[config.mk]
export PLATFORM = sky130hd
export DESIGN_NAME = slowidle_clkdiv
export DESIGN_NICKNAME = d
export VERILOG_FILES = /design/src/rtl/slowidle_pkg.sv /design/src/rtl/slowidle_tick_gen.sv /design/src/rtl/slowidle_prescale.sv /design/src/rtl/slowidle_mode_ctl.sv /design/src/rtl/slowidle_clkdiv.sv
export SDC_FILE = /design/constraint.sdc
export NUM_CORES = 1
export LEC_CHECK = 0
export BUFFER_PORTS_ARGS = -buffer_cell sky130_fd_sc_hd__buf_4
export CAP_MARGIN = 20
export CORE_MARGIN = 10
export CORE_UTILIZATION = 40
export DETAILED_ROUTE_END_ITERATION = 16
export PLACE_DENSITY = 0.69
export SYNTH_ARGS = -nofsm -noshare
export SYNTH_HDL_FRONTEND = slang
export SYNTH_SLANG_ARGS = --single-unit
[constraint.sdc]
create_clock -name clk -period 1.5 [get_ports clk]
set_input_delay 0 -clock clk [delete_from_list [all_inputs] [get_ports clk]]
set_output_delay 0 -clock clk [all_outputs]
set_load 0.03 [all_outputs]
[src/rtl/slowidle_pkg.sv]
package slowidle_pkg;

  localparam int DIV_CODE_W = 2;
  localparam int DIV_CNT_W  = 7;
  localparam int DIV_MIN_SH = 4;

  typedef enum logic [1:0] {
    MODE_RUN  = 2'd0,
    MODE_IDLE = 2'd1,
    MODE_SLOW = 2'd2
  } mode_e;

  // Ratio n for a divisor code: 16 shifted left by the code.
  function automatic logic [DIV_CNT_W:0] div_ratio(input logic [DIV_CODE_W-1:0] code);
    logic [DIV_CNT_W:0] base;
    base = (DIV_CNT_W+1)'(1) << DIV_MIN_SH;
    return base << code;
  endfunction

  // Low-bit mask n-1 used for the tick compare.
  function automatic logic [DIV_CNT_W-1:0] div_mask(input logic [DIV_CODE_W-1:0] code);
    logic [DIV_CNT_W:0] r;
    r = div_ratio(code) - (DIV_CNT_W+1)'(1);
    return r[DIV_CNT_W-1:0];
  endfunction

endpackage

[src/rtl/slowidle_tick_gen.sv]
module slowidle_tick_gen
  import slowidle_pkg::*;
#(
  parameter int CNT_W  = DIV_CNT_W,
  parameter int CODE_W = DIV_CODE_W
) (
  input  logic              clk,
  input  logic              rst_n,
  input  logic              clear,
  input  logic              slow_active,
  input  logic [CODE_W-1:0] code,
  output logic              tick
);

  logic [CNT_W-1:0] cnt_q;
  logic [CNT_W-1:0] mask;
  logic             div_pulse;

  assign mask      = CNT_W'(div_mask(code));
  assign div_pulse = ((cnt_q & mask) == mask);
  assign tick      = slow_active ? div_pulse : 1'b1;

  always_ff @(posedge clk or negedge rst_n) begin
    if (!rst_n)      cnt_q <= '0;
    else if (clear)  cnt_q <= '0;
    else             cnt_q <= cnt_q + CNT_W'(1);
  end

  // Independent gap counter: cycles since slow entry or the last tick.
  logic [CNT_W-1:0] gap_q;
  always_ff @(posedge clk or negedge rst_n) begin
    if (!rst_n)                                   gap_q <= '0;
    else if (clear || !slow_active || div_pulse) gap_q <= '0;
    else                                          gap_q <= gap_q + CNT_W'(1);
  end


  slow_tick_spacing_chk: assert property (@(posedge clk) disable iff (!rst_n)
    (slow_active && tick) |-> (gap_q == mask));

endmodule

[src/rtl/slowidle_prescale.sv]
module slowidle_prescale #(
  parameter int DIV = 4
) (
  input  logic clk,
  input  logic rst_n,
  input  logic tick,
  output logic en
);

  localparam int PW = (DIV > 2) ? $clog2(DIV) : 1;
  localparam logic [PW-1:0] LAST = PW'(DIV - 1);

  logic [PW-1:0] pcnt_q;

  assign en = tick && (pcnt_q == LAST);

  always_ff @(posedge clk or negedge rst_n) begin
    if (!rst_n)    pcnt_q <= '0;
    else if (en)   pcnt_q <= '0;
    else if (tick) pcnt_q <= pcnt_q + PW'(1);
  end


  prescale_on_tick_chk: assert property (@(posedge clk) disable iff (!rst_n)
    en |-> tick);


  prescale_hold_chk: assert property (@(posedge clk) disable iff (!rst_n)
    !tick |=> $stable(pcnt_q));

endmodule

[src/rtl/slowidle_mode_ctl.sv]
module slowidle_mode_ctl
  import slowidle_pkg::*;
#(
  parameter int CNT_W  = DIV_CNT_W,
  parameter int CODE_W = DIV_CODE_W
) (
  input  logic              clk,
  input  logic              rst_n,
  input  logic              idle_req,
  input  logic              idle_slow,
  input  logic [CODE_W-1:0] idle_code,
  input  logic              irq,
  input  logic              tick,
  output mode_e             mode_q,
  output logic [CODE_W-1:0] code_q,
  output logic              enter_slow,
  output logic              wake
);

  logic  accept;
  logic  wake_std;
  logic  wake_slow;
  logic  pend_q;
  mode_e mode_d;

  assign accept     = (mode_q == MODE_RUN) && idle_req;
  assign enter_slow = accept && idle_slow;
  assign wake_std   = (mode_q == MODE_IDLE) && irq;
  assign wake_slow  = (mode_q == MODE_SLOW) && tick && (irq || pend_q);
  assign wake       = wake_std || wake_slow;

  always_comb begin
    mode_d = mode_q;
    unique case (mode_q)
      MODE_RUN:  if (accept) mode_d = idle_slow ? MODE_SLOW : MODE_IDLE;
      MODE_IDLE: if (wake_std) mode_d = MODE_RUN;
      MODE_SLOW: if (wake_slow) mode_d = MODE_RUN;
      default:   mode_d = MODE_RUN;
    endcase
  end

  always_ff @(posedge clk or negedge rst_n) begin
    if (!rst_n) begin
      mode_q <= MODE_RUN;
      code_q <= '0;
      pend_q <= 1'b0;
    end else begin
      mode_q <= mode_d;
      if (accept) code_q <= idle_code;
      if (mode_q != MODE_SLOW || wake_slow) pend_q <= 1'b0;
      else if (irq)                         pend_q <= 1'b1;
    end
  end

  // Wait counter: cycles an interrupt has been held off in slow idle.
  logic [CNT_W-1:0] wait_q;
  always_ff @(posedge clk or negedge rst_n) begin
    if (!rst_n) wait_q <= '0;
    else if (mode_q == MODE_SLOW && (irq || pend_q) && !wake_slow)
      wait_q <= wait_q + CNT_W'(1);
    else
      wait_q <= '0;
  end


  wake_latency_chk: assert property (@(posedge clk) disable iff (!rst_n)
    (mode_q == MODE_SLOW && (irq || pend_q)) |-> (wait_q <= CNT_W'(div_mask(code_q))));


  code_locked_chk: assert property (@(posedge clk) disable iff (!rst_n)
    (mode_q != MODE_RUN) |=> $stable(code_q));


  std_idle_exit_chk: assert property (@(posedge clk) disable iff (!rst_n)
    (mode_q == MODE_IDLE && irq) |=> (mode_q == MODE_RUN));

endmodule

[src/rtl/slowidle_clkdiv.sv]
module slowidle_clkdiv
  import slowidle_pkg::*;
#(
  parameter int CNT_W    = DIV_CNT_W,
  parameter int CODE_W   = DIV_CODE_W,
  parameter int SCLK_DIV = 4,
  parameter int TMR_DIV  = 8
) (
  input  logic              clk,
  input  logic              rst_n,
  input  logic              idle_req,
  input  logic              idle_slow,
  input  logic [CODE_W-1:0] idle_code,
  input  logic              irq,
  input  logic              steal_req,
  input  logic              clkout_dis,
  output logic              core_en,
  output logic              resume,
  output logic              clkout_en,
  output logic              sclk_en,
  output logic              timer_en,
  output logic              steal_gnt
);

  mode_e             mode_q;
  logic [CODE_W-1:0] code_q;
  logic              enter_slow;
  logic              wake;
  logic              tick;
  logic              slow_active;

  assign slow_active = (mode_q == MODE_SLOW);

  slowidle_mode_ctl #(.CNT_W(CNT_W), .CODE_W(CODE_W)) u_mode (
    .clk        (clk),
    .rst_n      (rst_n),
    .idle_req   (idle_req),
    .idle_slow  (idle_slow),
    .idle_code  (idle_code),
    .irq        (irq),
    .tick       (tick),
    .mode_q     (mode_q),
    .code_q     (code_q),
    .enter_slow (enter_slow),
    .wake       (wake)
  );

  slowidle_tick_gen #(.CNT_W(CNT_W), .CODE_W(CODE_W)) u_tick (
    .clk         (clk),
    .rst_n       (rst_n),
    .clear       (enter_slow),
    .slow_active (slow_active),
    .code        (code_q),
    .tick        (tick)
  );

  slowidle_prescale #(.DIV(SCLK_DIV)) u_sclk (
    .clk   (clk),
    .rst_n (rst_n),
    .tick  (tick),
    .en    (sclk_en)
  );

  slowidle_prescale #(.DIV(TMR_DIV)) u_tmr (
    .clk   (clk),
    .rst_n (rst_n),
    .tick  (tick),
    .en    (timer_en)
  );

  assign core_en   = (mode_q == MODE_RUN);
  assign resume    = wake;
  assign clkout_en = tick && !clkout_dis;
  assign steal_gnt = steal_req && tick;


  run_core_chk: assert property (@(posedge clk) disable iff (!rst_n)
    resume |-> !core_en);


  std_wake_chk: assert property (@(posedge clk) disable iff (!rst_n)
    (mode_q == MODE_IDLE && irq) |=> core_en);


  std_idle_full_rate_chk: assert property (@(posedge clk) disable iff (!rst_n)
    (mode_q == MODE_IDLE && !clkout_dis) |-> clkout_en);


  clkout_gate_chk: assert property (@(posedge clk) disable iff (!rst_n)
    clkout_en |-> !clkout_dis);


  steal_needs_req_chk: assert property (@(posedge clk) disable iff (!rst_n)
    steal_gnt |-> steal_req);


  steal_run_chk: assert property (@(posedge clk) disable iff (!rst_n)
    (core_en && steal_req) |-> steal_gnt);

endmodule

Word-level counts from Yosys, hierarchy flattened:

Cells that the tools add are included.
Widths: inputs -> output; s select.

* $add $sub $neg: 4
* bitwise logic cells: 1
* muxes and demuxes: 13
* reductions and logical operators: 18
* order comparisons: 0
* shift operators: 1
* divide/modulo/power cells: 0
* multiply operators: 0
* eq/ne operators: 9

Operator list (count)
* $mux 2: 6
* $logic_and 1x1->1: 9
* $add 7x1->7 const B: 1
* $and 7x7->7: 1
* $eq 7x7->1: 1
* $mux 7: 1
* $shl 5x2->7 const A: 1
* $sub 7x1->7 const B: 1
* $mux 3: 2
* $pmux 2 s3: 1
* $reduce_bool 2->1: 3
* $eq 2x2->1 const B: 2
* $ne 2x1->1 const B: 2
* $ne 2x2->1 const B: 2
* $add 3x1->3 const B: 1
* $eq 3x3->1 const B: 1
* $logic_or 1x1->1: 3
* $mux 1: 3
* $reduce_and 3->1: 1
* $add 2x1->2 const B: 1
* $eq 2x1->1 const B: 1
* $logic_not 2->1: 1
* $logic_not 1->1: 1

* memory bits (read-only): 0
* word-level logic and storage cells: 52
* bits in registers: 17
* output and inout bits: 6
* memory bits (writable): 0
* memories kept: 0
* latch bits: 0
* input port bits: 9

Logic depth before layout (Yosys ltp):

Gate-level depths: netlist (run 1).

* depth after elaboration: 9
* mapped depth: 5
* depth with buffers taken out: 5

By module:

A second synthesis (run 1) with hierarchy kept.

* cell total of the unflattened synthesis: 74
* area total of the unflattened synthesis: 849.6 sq um

Modules (own cells, without submodules)
* slowidle_tick_gen: instances 1, area each 325.3 sq um, seq. area each 175.2 sq um, cells an instance 31
* slowidle_mode_ctl: instances 1, area each 237.7 sq um, seq. area each 125.1 sq um, cells an instance 20
* slowidle_prescale at u_tmr: instances 1, area each 152.6 sq um, seq. area each 75.1 sq um, cells an instance 12
* slowidle_prescale at u_sclk: instances 1, area each 96.3 sq um, seq. area each 50.0 sq um, cells an instance 7
* slowidle_clkdiv: instances 1, area each 37.5 sq um, seq. area each 0.0 sq um, cells an instance 4

Least setup slack after synthesis (run 1):

Ideal clock, no wire load.

* path kind: register -> register
* start point: reg u_mode.mode_q[0]
* end point: reg u_mode.code_q[0]
* buffers on the path: 0
* cell stages (with the launch flop): 4
* data required time: 1.375 ns
* setup slack: -0.034 ns
* library setup time: 0.125 ns
* period minus slack after synthesis: 1.534 ns
* data arrival time: 1.410 ns
* path through: dfrtp_1 nor2_1 and2_1 mux2_2

* cells in the longest elaborated chain, start to end: 2

RTL lines
* from (decl): RTL line slowidle_mode_ctl.sv:14 `output mode_e mode_q,`
* from (signal assigned): RTL line slowidle_mode_ctl.sv:48 `mode_q <= mode_d;`
* $logic_not 2->1
* via core_en: RTL line slowidle_clkdiv.sv:17 `output logic core_en,`
* $logic_and 1x1->1: RTL line slowidle_mode_ctl.sv:26 `assign accept = (mode_q == MODE_RUN) && idle_req;`
* to (signal assigned): RTL line slowidle_mode_ctl.sv:49 `if (accept) code_q <= idle_code;`
* to (decl): RTL line slowidle_mode_ctl.sv:15 `output logic [CODE_W-1:0] code_q,`

The timed path passes the listed nets, and every way through them passes these cells.
A chain may end at the register's enable or synchronous reset.

Final worst setup path (run 1):

* start point: reg u_tick.cnt_q[0]
* end point: out timer_en

* cells in the longest elaborated chain, start to end: 4

RTL lines
* from (decl): RTL line slowidle_tick_gen.sv:15 `logic [CNT_W-1:0] cnt_q;`
* from (signal assigned): RTL line slowidle_tick_gen.sv:26 `else cnt_q <= cnt_q + CNT_W'(1);`
* $and 7x7->7: RTL line slowidle_tick_gen.sv:20 `assign div_pulse = ((cnt_q & mask) == mask);`
* $eq 7x7->1: RTL line slowidle_tick_gen.sv:20
* $mux 1: RTL line slowidle_tick_gen.sv:21 `assign tick = slow_active ? div_pulse : 1'b1;`
* $logic_and 1x1->1: RTL line slowidle_prescale.sv:15 `assign en = tick && (pcnt_q == LAST);`
* to (decl): RTL line slowidle_clkdiv.sv:21 `output logic timer_en,`

No other way between the ends.

==> results of run 1 <==
## flip-flops by register name, summed over array words and instances, names as in the netlist
register / flops
u_sclk.pcnt_q: 2
u_mode.mode_q: 2
u_tick.cnt_q: 7
u_mode.pend_q: 1
u_mode.code_q: 2
u_tmr.pcnt_q: 3
## tightest hold or removal path: cells and delay by family
family,cells,cell delay [ns]
compound gates,1,0.11
simple gates,2,0.09
buf+inv,1,0.08
## kinds of logic (layout without fill, tap and decap cells)
| logic type | after synthesis | count (layout) | share of synthesized area [%] |
|---|---|---|---|
| AO/OA/AOI/OAI | 8 | 8 | 8.54 |
| adder cells (fa/ha/maj) | 4 | 4 | 5.89 |
| multiplexers | 7 | 7 | 11.5 |
| buffers and inverters | 4 | 32 | 1.77 |
| flip-flops | 17 | 17 | 50.1 |
| AND/OR/NAND/NOR | 27 | 27 | 17.1 |
| XOR/XNOR | 5 | 5 | 5.15 |
## worst paths after layout
kind | from | endpoint | slack (ns) | cells past startpoint
max | u_tick.cnt_q[0] | timer_en | -0.13 | 6
min | idle_slow | u_mode.mode_q[0] | 0.01 | 4
max reg2reg | u_tick.cnt_q[0] | u_sclk.pcnt_q[0] | -0.09 | 7
min reg2reg | u_mode.pend_q | u_mode.pend_q | 0.51 | 1
max in group asynchronous | rst_n | u_sclk.pcnt_q[0] | 1.21 | 2
min in group asynchronous | rst_n | u_tick.cnt_q[6] | 0.10 | 2
## routing by layer
layer | up-vias | track usage (%)
met4 | 0 | 5.50
met2 | 10 | 14.6
met1 | 285 | 8.99
met5 | - | 0
li1 | 299 | -
met3 | 4 | 3.22
## through the flow
stage                     setup TNS, ns  setup slack [ns]  utilization (%)
after floorplan                       0            0.0140                -
after global placement          -0.0547           -0.0126             50.6
after detailed placement         -0.360           -0.0651             50.6
after CTS                        -0.642            -0.142             57.4
after global routing              -1.56            -0.231             58.9
final                            -0.637            -0.128             58.9
## power breakdown
| part | total (mW) | internal (mW) | switching [mW] |
|---|---|---|---|
| registers | 0.850 | 0.669 | 0.181 |
| logic | 1.26 | 0.722 | 0.537 |
| clock network | 0.242 | 0.103 | 0.138 |
## cell type report
class,instances,area share [%]
inverter,3,0.965
timing repair buffer,25,19.2
multi-input combinational,51,38.3
sequential,17,36.4
clock buffer,4,2.25
tap,27,2.89
## what timing repair did
action | CTS | global route
hold endpoints to repair | 20 | 0
hold buffers | 4 | 0
pin swaps | 4 | 2
setup buffers | 4 | 2
resized for setup | 10 | 3
setup endpoints to repair | 10 | 10
## placed cells by master, fill, tap and decap left out
cell	count
a21oi_4	2
nor3b_1	1
xor2_1	1
dfrtp_1	17
and2b_2	3
nor2_1	10
and2b_1	1
ha_1	3
o211a_1	1
and3_1	2
ha_4	1
inv_1	3
mux2_2	2
nor3_1	1
o21ai_2	1
buf_4	14
buf_6	7
xnor2_1	4
nand3_1	1
nor2_2	1
clkbuf_1	1
o21a_1	1
nand2_1	2
dlygate4sd3_1	4
nor2b_1	2
and2_1	1
nand3_4	1
clkbuf_4	3
o21bai_1	1
nor2_4	1
a21oi_1	1
a31o_2	1
mux2_4	5
==> flow_summary.json, run 1 <==
{
  "boundaryPins": 15,
  "level_count_of_the_clock_h_tree": 1,
  "part_of_the_cycle_the_worst_path_needs_pct": 109,
  "synth_sequential_area_ratio_pct": 50.1,
  "ys_async_sr_fraction_pct": 100,
  "nFillCells": 166,
  "timing.critical_path.to_type": "output pin",
  "dpl.cell_count": 114,
  "total_power_mw": 2.35,
  "violations": "setup timing",
  "num_antenna_cells": 0,
  "place_hpwl_microns": 1240,
  "min_cycle_time_layout_ns": 1.63,
  "crit_top_cell": "a21oi_4",
  "hold-worst-slack_ns": 0.0143,
  "grt_overflow": 0,
  "number_of_storage_elements_in_the_synthesis_netlist": 17,
  "grt_start_max_net_pins": 18,
  "syn_avg_cell_area_sq_um": 11.8,
  "layout_overhead_on_the_synthesized_area_pct": 37.4,
  "cp_slowest_cell": "dfrtp_1",
  "wl_met1_microns": 708,
  "syn_inst": 72,
  "hold_viol_final": 0,
  "route.detailed.drc": 0,
  "synth_enable_flop_cells": 0,
  "synth_largest_type_area_fraction_pct": 50.1,
  "place_area_sq_um": 1000,
  "cts_root_buffer": "clkbuf_4",
  "critical_path.top_delay_family": "flip-flops",
  "drt_wl_total_microns": 1710,
  "detail_route.vias_per_cell": 4.71,
  "worstPathArrival_ns": 1.63,
  "numPortBuffers": 14,
  "irDropWorstVdd_uv": 1260,
  "grt_setup_unrepaired": "yes",
  "synth_commonest_cells": "dfrtp_1, nor2_1, mux2_4",
  "critical_path.n_buffers_inverters": 1,
  "design_area_sq_um": 1170,
  "gp_routability_congestion": 0.721,
  "min-delay-path-class": "primary input to flop",
  "initial_antenna_violation_count": 0,
  "timing.final.setup_violations": 9,
  "layout.area.seq_sq_um": 425,
  "layoutNonFillerInstCount": 127,
  "postSynthNetCount": 85,
  "dr_wl_met3_microns": 100,
  "grt_pass1_vias": 667,
  "critPathMaxFanout": 6,
  "floorplan.initialDensity_pct": 42.9,
  "synthMostInstantiatedCell": "dfrtp_1",
  "dr_total_vias": 598,
  "dieWidth_microns": 66.1,
  "yosysUniqueCellTypes": 27,
  "core_area_sq_um": 1980,
  "maxCapViolations": 0,
  "total_leakage_power_nw": 0.558,
  "drive_above_1_share_pct": 42.0,
  "timing_worst_slew_pin_value_ns": 0.311,
  "synth_area_sq_um": 850,
  "overall_die_area_sq_um": 4370,
  "routed_wire_length_per_instance_microns": 13.5,
  "cell_accounting_for_the_most_synthesized_area": "dfrtp_1",
  "max_freq_ghz": 0.614,
  "grt_pass1_wl_microns": 2950,
  "dr.pass1.iters": 4,
  "clock_pin_transition_on_the_worst_setup_and_hold_timing_paths_ns": 0.10,
  "run_status": "finished, violations left",
  "core.rowCount": 16,
  "die_h_microns": 66.1,
  "timing_max_transition_violations_final": 0,
  "wl_met2_microns": 878,
  "ys.warnings.count": 0,
  "top_layer": "met4",
  "cts.sinks": 17,
  "critPathRequiredTime_ns": 1.50,
  "tritoncts": "done",
  "setup_slack_ns": -0.128,
  "cts-root-to-sink-buffers": 2,
  "ant_nets": 0,
  "dr.first_iter.drc_count": 27,
  "startpoint_type": "flop",
  "clk-insertion-delay-late_ns": 0.29,
  "timing_worst_setup_path_type": "flop to output pin",
  "multi_input_comb_area_sq_um": 447,
  "finalClockSkew_ns": 0.00943,
  "dominantRegCellSynth": "dfrtp_1",
  "worstPathCellList": "ha_4, nand3_4, a21oi_4, a21oi_4, and2b_2, buf_6",
  "globalRouteTotalUtil_pct": 8.73,
  "synth_top_cells_by_area": "dfrtp_1, mux2_4, ha_1",
  "power_density_nw_per_um2": 2010,
  "final_nets": 114,
  "critical-path-max-stage-delay_ns": 0.42,
  "cts_inserted_buffers": 3,
  "slew_headroom_pct": 79.3
}
Power figures use the tool's default switching activity.
==> run 2, diff against run 1 <==
--- a/config.mk
+++ b/config.mk
@@ -10,7 +10,7 @@
 export CORE_MARGIN = 10
 export CORE_UTILIZATION = 40
 export DETAILED_ROUTE_END_ITERATION = 16
-export PLACE_DENSITY = 0.69
+export PLACE_DENSITY = 0.61
 export SYNTH_ARGS = -nofsm -noshare
 export SYNTH_HDL_FRONTEND = slang
 export SYNTH_SLANG_ARGS = --single-unit
==> run 2 against run 1 <==
Net effect: maximum frequency increased by 0.29%; largest cell class unchanged; non-clock buffer count increased by 3; critical endpoint is now sclk_en; combinational power increased by 7%; the run still ends with setup timing left.
==> flow_summary.json, run 2 (same netlist as run 1, synthesis figures left out) <==
{
  "part_of_the_cycle_the_worst_path_needs_pct": 108,
  "initial_antenna_violation_count": 0,
  "globalRouteTotalUtil_pct": 8.43,
  "worstPathCellList": "ha_4, nand3_4, a21oi_4, a21oi_4, and2b_2, buf_6",
  "cts_root_buffer": "clkbuf_4",
  "critical-path-max-stage-delay_ns": 0.42,
  "grt_setup_unrepaired": "yes",
  "largest_register_ff_count": 7,
  "dieWidth_microns": 66.1,
  "boundaryPins": 15,
  "max_freq_ghz": 0.616,
  "die_h_microns": 66.1,
  "level_count_of_the_clock_h_tree": 1,
  "crit_start": "u_tick.cnt_q[1]",
  "gp_routability_congestion": 0.728,
  "detail_route.vias_per_cell": 4.75,
  "setup_slack_ns": -0.124,
  "clk-insertion-delay-late_ns": 0.29,
  "min-delay-path-class": "primary input to flop",
  "timing_max_transition_violations_final": 0,
  "critPathMaxFanout": 6,
  "top_layer": "met4",
  "registers_with_the_most_flip_flops": "u_tick.cnt_q (7), u_tmr.pcnt_q (3)",
  "crit_top_cell": "a21oi_4",
  "hold_viol_final": 0,
  "setup.reg_to_reg.worst_slack_ns": -0.08,
  "floorplan.initialDensity_pct": 42.9,
  "grt_pass1_wl_microns": 2850,
  "grt_pass1_vias": 661,
  "min-delay-start": "idle_slow",
  "mostFrequentLayoutCell": "dfrtp_1",
  "slew_headroom_pct": 79.5,
  "power_density_nw_per_um2": 2030,
  "cp_slowest_cell": "dfrtp_1",
  "layoutNonFillerInstCount": 130,
  "regMostFlops": "u_tick.cnt_q",
  "timing_worst_setup_path_type": "flop to output pin",
  "violations": "setup timing",
  "most-common-layout-cells": "dfrtp_1, buf_4, nor2_1",
  "final_nets": 117,
  "numPortBuffers": 14,
  "route.detailed.drc": 0,
  "overall_die_area_sq_um": 4370,
  "grt_start_max_net_pins": 18,
  "place_ws_ns": -0.0630,
  "timing.final.setup_violations": 10,
  "core_area_sq_um": 1980,
  "wl_met2_microns": 747,
  "grt_overflow": 0,
  "final.setup.tns_ns": -0.852,
  "cts_inserted_buffers": 3,
  "min_cycle_time_layout_ns": 1.62,
  "core.rowCount": 16,
  "finalClockSkew_ns": 0.0134,
  "cts.sinks": 17,
  "nFillCells": 147,
  "drive_above_1_share_pct": 44.7,
  "dr_wl_met3_microns": 101,
  "dpl.cell_count": 114,
  "maxCapViolations": 0,
  "critical_path.reg2reg.startpoint": "u_tick.cnt_q[1]",
  "worstPathArrival_ns": 1.62,
  "critical_path.n_buffers_inverters": 1,
  "irDropWorstVdd_uv": 1210,
  "routed_wire_length_per_instance_microns": 12.3,
  "dr.pass1.iters": 2,
  "num_antenna_cells": 0,
  "timing.critical_path.to_type": "output pin",
  "run_status": "finished, violations left",
  "tritoncts": "done",
  "cts-root-to-sink-buffers": 2,
  "layout_overhead_on_the_synthesized_area_pct": 41.7,
  "dr.first_iter.drc_count": 5,
  "clock_pin_transition_on_the_worst_setup_and_hold_timing_paths_ns": 0.11,
  "critical_path.top_delay_family": "flip-flops",
  "dr_total_vias": 617,
  "critPathRequiredTime_ns": 1.50,
  "drt_wl_total_microns": 1600,
  "timing_worst_slew_pin_value_ns": 0.307,
  "ant_nets": 0,
  "wl_met1_microns": 731,
  "place_hpwl_microns": 1090,
  "startpoint_type": "flop",
  "total_leakage_power_nw": 0.580
}
==> run 2: cell types whose count changed in the layout (fill, tap and decap cells not counted) <==
cell	previous run	this run
clkbuf_1	1	0
buf_12	0	1
clkinv_2	0	1
buf_4	14	16
==> run 2: through the flow <==
stage                     hold slack [ns]  instance area (sq um)  util (%)  total power [mW]
after floorplan                    -0.296                    852         -              1.60
after global placement             -0.122                   1000      50.6              1.83
after detailed placement           -0.124                   1000      50.6              1.87
after CTS                         0.00765                   1180      59.5              2.40
after global routing               0.0424                   1200      60.7              2.65
final                              0.0206                   1200      60.7              2.45
==> run 2: worst register-to-register path: stages (launching register included) <==
cell	delay (ns)
dfrtp_1	0.42
ha_4	0.18
nand3_4	0.09
a21oi_4	0.04
a21oi_4	0.20
buf_6	0.15
buf_12	0.09
mux2_4	0.28
==> run 2: final timing paths <==
check                                        end  depth (start not counted)
worst max-delay path                     sclk_en                          6
worst min-delay path            u_mode.mode_q[0]                          4
worst max register to register  u_sclk.pcnt_q[1]                          7
worst min register to register     u_mode.pend_q                          1
max in group asynchronous       u_mode.mode_q[0]                          2
min in group asynchronous        u_tick.cnt_q[3]                          2
==> run 2: repair_timing <==
item / CTS / global route
hold endpoints to repair: 20 / 0
pin swaps: 3 / 0
gates resized for setup: 11 / 3
hold buffers: 4 / 0
endpoints found under the setup margin: 10 / 10
setup buffers: 7 / 2
==> run 2: layout make-up <==
| type | instances | area, sq um | share of cell area (%) |
|---|---|---|---|
| Multi-Input combinational cell | 51 | 447 | 37.1 |
| Sequential cell | 17 | 425 | 35.3 |
| Timing Repair Buffer | 28 | 259 | 21.5 |
| Tap cell | 27 | 33.8 | 2.81 |
| Clock buffer | 3 | 22.5 | 1.87 |
| Inverter | 3 | 11.3 | 0.936 |
| Clock inverter | 1 | 5.00 | 0.416 |
==> run 2: layer usage <==
metal  global-route usage (%)  vias up
li1                         -      306
met1                     9.54      299
met2                     12.6       10
met3                     5.08        2
met4                     3.40        0
met5                        0        -
==> run 2: power breakdown <==
group / internal, mW / switching (mW)
Combinational: 0.803 / 0.544
Sequential: 0.669 / 0.187
Clock: 0.0991 / 0.146
